### config.mk
export PLATFORM = sky130hd
export DESIGN_NAME = uart_flow_ctrl
export DESIGN_NICKNAME = d
export VERILOG_FILES = /design/src/rtl/uart_flow_pkg.sv /design/src/rtl/uart_flow_dp.sv /design/src/rtl/uart_flow_ctl.sv /design/src/rtl/uart_flow_ctrl.sv
export SDC_FILE = /design/constraint.sdc
export NUM_CORES = 1
export LEC_CHECK = 0
export BUFFER_PORTS_ARGS = -buffer_cell sky130_fd_sc_hd__clkbuf_2
export CAP_MARGIN = 15
export CORE_AREA = 2 2 39 41
export CTS_CLUSTER_SIZE = 20
export DETAILED_ROUTE_END_ITERATION = 10
export DIE_AREA = 0 0 41 43
export PLACE_DENSITY_LB_ADDON = 0.1
export SYNTH_ARGS = -nofsm -noshare
export SYNTH_HDL_FRONTEND = slang
export SYNTH_SLANG_ARGS = --single-unit
### constraint.sdc
create_clock -name clk -period 1.59 [get_ports clk]
set_input_delay 0 -clock clk [delete_from_list [all_inputs] [get_ports clk]]
set_output_delay 0 -clock clk [all_outputs]
set_load 0.05 [all_outputs]
### src/rtl/uart_flow_pkg.sv
package uart_flow_pkg;

  typedef enum logic [1:0] {
    TRIG_1  = 2'd0,
    TRIG_4  = 2'd1,
    TRIG_8  = 2'd2,
    TRIG_14 = 2'd3
  } trigSel_e;

  // Conditions the datapath derives from FIFO level, CTS and its own state
  typedef struct packed {
    logic cntGeTrig;
    logic cntZero;
    logic cntFull;
    logic cntLastSlot;
    logic cntRoom2;
    logic ctsOk;
    logic holdQ;
    logic permitQ;
  } flowFlags_t;

  // Strobes the control sends to the datapath state
  typedef struct packed {
    logic holdSet;
    logic holdClr;
    logic permitSet;
    logic permitClr;
  } flowCtl_t;

  function automatic int unsigned trigLevel(input logic [1:0] sel);
    case (sel)
      TRIG_1:  return 1;
      TRIG_4:  return 4;
      TRIG_8:  return 8;
      default: return 14;
    endcase
  endfunction

endpackage

### src/rtl/uart_flow_dp.sv
module uart_flow_dp
  import uart_flow_pkg::*;
#(
  parameter int DEPTH       = 16,
  parameter int RTS_DELAY   = 3,
  parameter int SYNC_STAGES = 2,
  localparam int CNT_W      = $clog2(DEPTH + 1),
  localparam int DLY_W      = $clog2(RTS_DELAY + 1)
) (
  input  logic             clk,
  input  logic             rstN,
  input  logic [CNT_W-1:0] fifoCount,
  input  logic [1:0]       trigSel,
  input  logic             ctsN,
  input  logic             baudTick,
  input  logic             autoRts,
  input  logic             mcrRts,
  input  flowCtl_t         ctl,
  output flowFlags_t       flags,
  output logic             rtsN,
  output logic             txPermit
);

  logic [SYNC_STAGES-1:0] ctsPipe;
  logic                   holdQ;
  logic                   shownHold;
  logic [DLY_W-1:0]       dlyCnt;
  logic                   rtsQ;
  logic                   permitQ;

  // CTS synchronizer, reset to inactive
  always_ff @(posedge clk or negedge rstN) begin
    if (!rstN) begin
      ctsPipe <= '1;
    end else begin
      for (int i = SYNC_STAGES - 1; i > 0; i--) begin
        ctsPipe[i] <= ctsPipe[i-1];
      end
      ctsPipe[0] <= ctsN;
    end
  end

  // Level comparisons
  always_comb begin
    flags.cntGeTrig   = fifoCount >= CNT_W'(trigLevel(trigSel));
    flags.cntZero     = fifoCount == '0;
    flags.cntFull     = fifoCount == CNT_W'(DEPTH);
    flags.cntLastSlot = fifoCount == CNT_W'(DEPTH - 1);
    flags.cntRoom2    = fifoCount <= CNT_W'(DEPTH - 2);
    flags.ctsOk       = ~ctsPipe[SYNC_STAGES-1];
    flags.holdQ       = holdQ;
    flags.permitQ     = permitQ;
  end

  // Receive hold decision
  always_ff @(posedge clk or negedge rstN) begin
    if (!rstN) begin
      holdQ <= 1'b0;
    end else if (ctl.holdClr) begin
      holdQ <= 1'b0;
    end else if (ctl.holdSet) begin
      holdQ <= 1'b1;
    end
  end

  // Baud-tick delay between the decision and the pin
  always_ff @(posedge clk or negedge rstN) begin
    if (!rstN) begin
      shownHold <= 1'b0;
      dlyCnt    <= '0;
    end else if (!autoRts) begin
      shownHold <= holdQ;
      dlyCnt    <= '0;
    end else if (shownHold == holdQ) begin
      dlyCnt <= '0;
    end else if (baudTick) begin
      if (dlyCnt == DLY_W'(RTS_DELAY - 1)) begin
        shownHold <= holdQ;
        dlyCnt    <= '0;
      end else begin
        dlyCnt <= dlyCnt + 1'b1;
      end
    end
  end

  always_ff @(posedge clk or negedge rstN) begin
    if (!rstN) begin
      rtsQ <= 1'b1;
    end else begin
      rtsQ <= autoRts ? shownHold : ~mcrRts;
    end
  end

  // Transmit permit
  always_ff @(posedge clk or negedge rstN) begin
    if (!rstN) begin
      permitQ <= 1'b1;
    end else if (ctl.permitClr) begin
      permitQ <= 1'b0;
    end else if (ctl.permitSet) begin
      permitQ <= 1'b1;
    end
  end

  assign rtsN     = rtsQ;
  assign txPermit = permitQ;

  AST_RTS_TICKED: assert property (@(posedge clk) disable iff (!rstN)
    (autoRts && $past(autoRts) && !$stable(shownHold)) |-> $past(baudTick));

endmodule

### src/rtl/uart_flow_ctl.sv
module uart_flow_ctl
  import uart_flow_pkg::*;
(
  input  logic       clk,
  input  logic       rstN,
  input  flowFlags_t flags,
  input  logic [1:0] trigSel,
  input  logic       rxBusy,
  input  logic       rxFirstBit,
  input  logic       rxRead,
  input  logic       txBusy,
  input  logic       txStopMid,
  input  logic       afe,
  input  logic       mcrRts,
  output logic       autoRts,
  output flowCtl_t   ctl
);

  logic deepMode;

  assign autoRts  = afe & mcrRts;
  assign deepMode = trigSel == TRIG_14;

  // Receive side: when to hold off the far end
  always_comb begin
    ctl.holdSet = 1'b0;
    ctl.holdClr = 1'b0;
    if (!autoRts) begin
      ctl.holdClr = 1'b1;
    end else if (deepMode) begin
      if (rxRead && flags.cntFull) begin
        ctl.holdClr = 1'b1;
      end else if (rxFirstBit && flags.cntLastSlot) begin
        ctl.holdSet = 1'b1;
      end else if (flags.cntRoom2 || (flags.cntLastSlot && !rxBusy)) begin
        ctl.holdClr = 1'b1;
      end
    end else begin
      if (flags.cntGeTrig) begin
        ctl.holdSet = 1'b1;
      end else if (flags.cntZero) begin
        ctl.holdClr = 1'b1;
      end
    end
  end

  // Transmit side: gate the next character on CTS
  always_comb begin
    ctl.permitSet = 1'b0;
    ctl.permitClr = 1'b0;
    if (!afe) begin
      ctl.permitSet = 1'b1;
    end else if (flags.permitQ) begin
      if (!flags.ctsOk && (txStopMid || !txBusy)) begin
        ctl.permitClr = 1'b1;
      end
    end else if (flags.ctsOk) begin
      ctl.permitSet = 1'b1;
    end
  end

  AST_PERMIT_MANUAL: assert property (@(posedge clk) disable iff (!rstN)
    !afe |=> flags.permitQ);

  AST_PERMIT_MIDCHAR: assert property (@(posedge clk) disable iff (!rstN)
    (afe && flags.permitQ && txBusy && !txStopMid) |=> flags.permitQ);

  AST_EMPTY_RELEASE: assert property (@(posedge clk) disable iff (!rstN)
    (autoRts && !deepMode && flags.cntZero) |=> !flags.holdQ);

  AST_FULL_READ: assert property (@(posedge clk) disable iff (!rstN)
    (autoRts && deepMode && rxRead && flags.cntFull) |=> !flags.holdQ);

endmodule

### src/rtl/uart_flow_ctrl.sv
module uart_flow_ctrl
  import uart_flow_pkg::*;
#(
  parameter int DEPTH       = 16,
  parameter int RTS_DELAY   = 3,
  parameter int SYNC_STAGES = 2,
  localparam int CNT_W      = $clog2(DEPTH + 1)
) (
  input  logic             clk,
  input  logic             rstN,
  input  logic [CNT_W-1:0] fifoCount,
  input  logic [1:0]       trigSel,
  input  logic             rxBusy,
  input  logic             rxFirstBit,
  input  logic             rxRead,
  input  logic             txBusy,
  input  logic             txStopMid,
  input  logic             baudTick,
  input  logic             ctsN,
  input  logic             afe,
  input  logic             mcrRts,
  output logic             rtsN,
  output logic             txPermit
);

  flowFlags_t flags;
  flowCtl_t   ctl;
  logic       autoRts;

  uart_flow_ctl u_ctl (
    .clk        (clk),
    .rstN       (rstN),
    .flags      (flags),
    .trigSel    (trigSel),
    .rxBusy     (rxBusy),
    .rxFirstBit (rxFirstBit),
    .rxRead     (rxRead),
    .txBusy     (txBusy),
    .txStopMid  (txStopMid),
    .afe        (afe),
    .mcrRts     (mcrRts),
    .autoRts    (autoRts),
    .ctl        (ctl)
  );

  uart_flow_dp #(
    .DEPTH       (DEPTH),
    .RTS_DELAY   (RTS_DELAY),
    .SYNC_STAGES (SYNC_STAGES)
  ) u_dp (
    .clk       (clk),
    .rstN      (rstN),
    .fifoCount (fifoCount),
    .trigSel   (trigSel),
    .ctsN      (ctsN),
    .baudTick  (baudTick),
    .autoRts   (autoRts),
    .mcrRts    (mcrRts),
    .ctl       (ctl),
    .flags     (flags),
    .rtsN      (rtsN),
    .txPermit  (txPermit)
  );

endmodule

==> impl_metrics.csv <==
group,metric,value,unit
run_status,outcome,"finished clean",
synth,synthMuxAreaShare,4.595,%
power,ir_worst_vdd,271.4,uV
synth,synth_fa_ha_area_share,10.81,%
clocking,cts_resized,0,
synth,yosysUniqueCellTypes,21,
placement,place_area,578.1,sq um
placement,dp_slack,248.4,ps
synth,synth_area,462.9,sq um
critical_path,rr_worst_depth,3,
layout,diodes,0,
placement,io_buffers,19,
timing,maxSlewViolCount,0,
synth,ys_ff_latch,8,
synth,synth_top_cell_by_area,"dfstp_2",
synth,synth-simple-area-share,20.27,%
drt,routedWlPerCell,10.49,microns
timing,fmax,0.7269,GHz
grt,overflow,0,
synth,synth_top_family_by_area,"simple AND/OR/NAND/NOR gates",
clocking,root_buffer,"clkbuf_4",
layout,layout-drive-gt1-share,37.66,%
clocking,numCtsBuffers,3,
placement,gp_congestion,0.6738,
min_path,min_to,"u_dp.holdQ",
drt,drc,0,
timing,worst_pin_slew,302.1,ps
grt,grt_pass1_wl,1.718,mm
clocking,cts.sink_count,8,
timing,slew_headroom,79.67,%
critical_path,r2r-start,"u_dp.txPermit",
floorplan,core.rowCount,14,
timing,finalCritPeriodShare,86.52,%
grt,antenna_found_initial,0,
floorplan,initial_utilization,33.45,%
floorplan,die_w,41,microns
clocking,post_cts_buffers,0,
floorplan,die-area,1763,sq um
power,p_comb_share,20.9,%
floorplan,ios,20,
timing,hold_ws,26.80,ps
min_path,whs_path_depth,3,
drt,drt_iter0_markers,0,
synth,synth_warnings,0,
layout,final_area,664.4,sq um
drt,firstDrtPassIters,1,
timing,fin_tns_setup,0,ps
critical_path,path_class,"reg2reg",
timing,rsz0062_at_grt,"false",
power,total_power,0.4888,mW
job,drv_cap,0,
timing,fin_crit,1376,ps
synth,synth_nets,70,
timing,setup_viol,0,
power,p_seq_share,45.9,%
layout,final_nets,100,
critical_path,cp.arrival,1560,ps
clocking,cts_hold_buffers,6,
synth,synth_area_leaders,"dfstp_2, dfrtp_1, ha_1",
power,power.leakage,0.3239,nW
synth,synth_top_cell_area_share,22.70,%
critical_path,startpoint_type,"flip-flop",
clocking,cts_max_level,1,
drt,num_vias,442,
placement,dp_cells,83,
grt,track_usage,14.27,%
critical_path,critPathMaxFanout,2,
power,intPower,0.3645,mW
timing,postLayoutSetupSlackWorst,214.3,ps
synth,synth_compound_gate_area_share,14.86,%
grt,grt_pass1_vias,449,
critical_path,required,1770,ps
synth,ys_seq_area_share,44.32,%
layout,utilization,48.01,%
layout,stdcell_count,93,
floorplan,die_h,43,microns
clocking,clockBufferDepth,2,
drt,antenna_left,0,
critical_path,rrSetupSlack,210,ps
critical_path,r2r-end,"u_dp.txPermit",
clocking,cts_tree,"yes",
synth,synthCells,48,
critical_path,end_kind,"flip-flop",
power,sw_frac_of_total,25.43,%
power,clkPwrFrac,33.2,%
timing,hold_viol,0,
layout,area_growth,43.51,%
critical_path,cp-startpoint,"u_dp.txPermit",
synth,synth.avg_cell_area,9.645,sq um
power,p_sw,0.1243,mW
drt,vias_per_cell,4.753,
power,power.density,735.7,nW/um^2
timing,skew,4.517,ps
drt,wl,976,microns
min_path,hold_path_class,"in2reg",
floorplan,core_area,1384,sq um
synth,synthXorXnorAreaFrac,1.892,%
clocking,path_clk_slew,60,ps
grt,grt_max_degree,9,
clocking,worstSkewPairLatency,250,ps
min_path,min_from,"afe",
-- placed cells by master, fill, tap and decap left out --
| master | synthesis | final |
|---|---|---|
| clkbuf_2 | 0 | 19 |
| dlygate4sd3_1 | 0 | 6 |
| inv_1 | 4 | 4 |
| nor2_1 | 4 | 4 |
| nand2_1 | 4 | 4 |
| a21oi_1 | 4 | 4 |
| ha_1 | 4 | 4 |
| dfstp_2 | 4 | 4 |
| dfrtp_1 | 4 | 4 |
| nand2b_1 | 3 | 3 |
| clkbuf_4 | 0 | 3 |
| a31oi_1 | 2 | 2 |
| nand3_1 | 2 | 2 |
| o21ai_0 | 2 | 2 |
| or4_1 | 2 | 2 |
| nand2_2 | 1 | 1 |
| mux2_2 | 1 | 1 |
| xor2_1 | 1 | 1 |
| mux2i_1 | 1 | 1 |
| nor4_1 | 1 | 1 |
| a21boi_0 | 1 | 1 |
| a221o_2 | 1 | 1 |
| o211ai_1 | 1 | 1 |
| nand3b_1 | 1 | 1 |
| clkbuf_1 | 0 | 1 |
-- how the worst max path moves through the flow --
stage                         end  slack (ps)  depth (start not counted)
global route        u_dp.txPermit         170                          3
floorplan              u_dp.holdQ         440                          3
detailed placement     u_dp.holdQ         250                          7
finish              u_dp.txPermit         210                          3
global placement       u_dp.holdQ         300                          7
CTS                 u_dp.txPermit         260                          3
-- cells in the mapped netlist, drive strengths merged --
cell    n
nor4    1
a21boi  1
ha      4
nand2   5
mux2    1
a31oi   2
nand3   2
nor2    4
mux2i   1
o211ai  1
nand3b  1
dfrtp   4
dfstp   4
xor2    1
inv     4
nand2b  3
or4     2
a221o   1
a21oi   4
o21ai   2
-- cell families after synthesis --
family | Yosys count
AND/OR/NAND/NOR | 18
flip-flops | 8
AO/OA/AOI/OAI | 11
XOR/XNOR | 1
adder cells (fa/ha/maj) | 4
multiplexers | 2
buffers and inverters | 4
-- critical path, stage by stage, from the launching register on --
cell           delay, ps
dfstp_2              530
nand2_1               60
o211ai_1             160
dlygate4sd3_1        580
-- layout make-up --
type	instances	area, sq um
inverter	4	15.01
tap	16	20.02
timing repair buffer	25	155.1
clock buffer	4	26.28
sequential	8	205.2
multi-input combinational	36	242.7
fill	136	719.4
-- routing by layer --
metal,track usage (%),wire (microns)
met1,17.82,409
met2,22.19,503
met3,0.5236,64
met4,10.00,0
met5,0,0
-- flip-flops by register name (all words and copies together) (netlist names) --
name            count
u_dp.rtsN           1
u_dp.txPermit       1
u_dp.shownHold      1
u_dp.ctsPipe        2
u_dp.dlyCnt         2
u_dp.holdQ          1
-- power by group through the flow --
stage               clock network (mW)  logic [mW]  registers [mW]
global placement                     0      0.0889           0.228
floorplan                            0      0.0352           0.239
global route                     0.182       0.116           0.226
finish                           0.162       0.102           0.224
CTS                              0.170       0.103           0.224
detailed placement                   0      0.0900           0.228
Power figures use the tool's default switching activity.
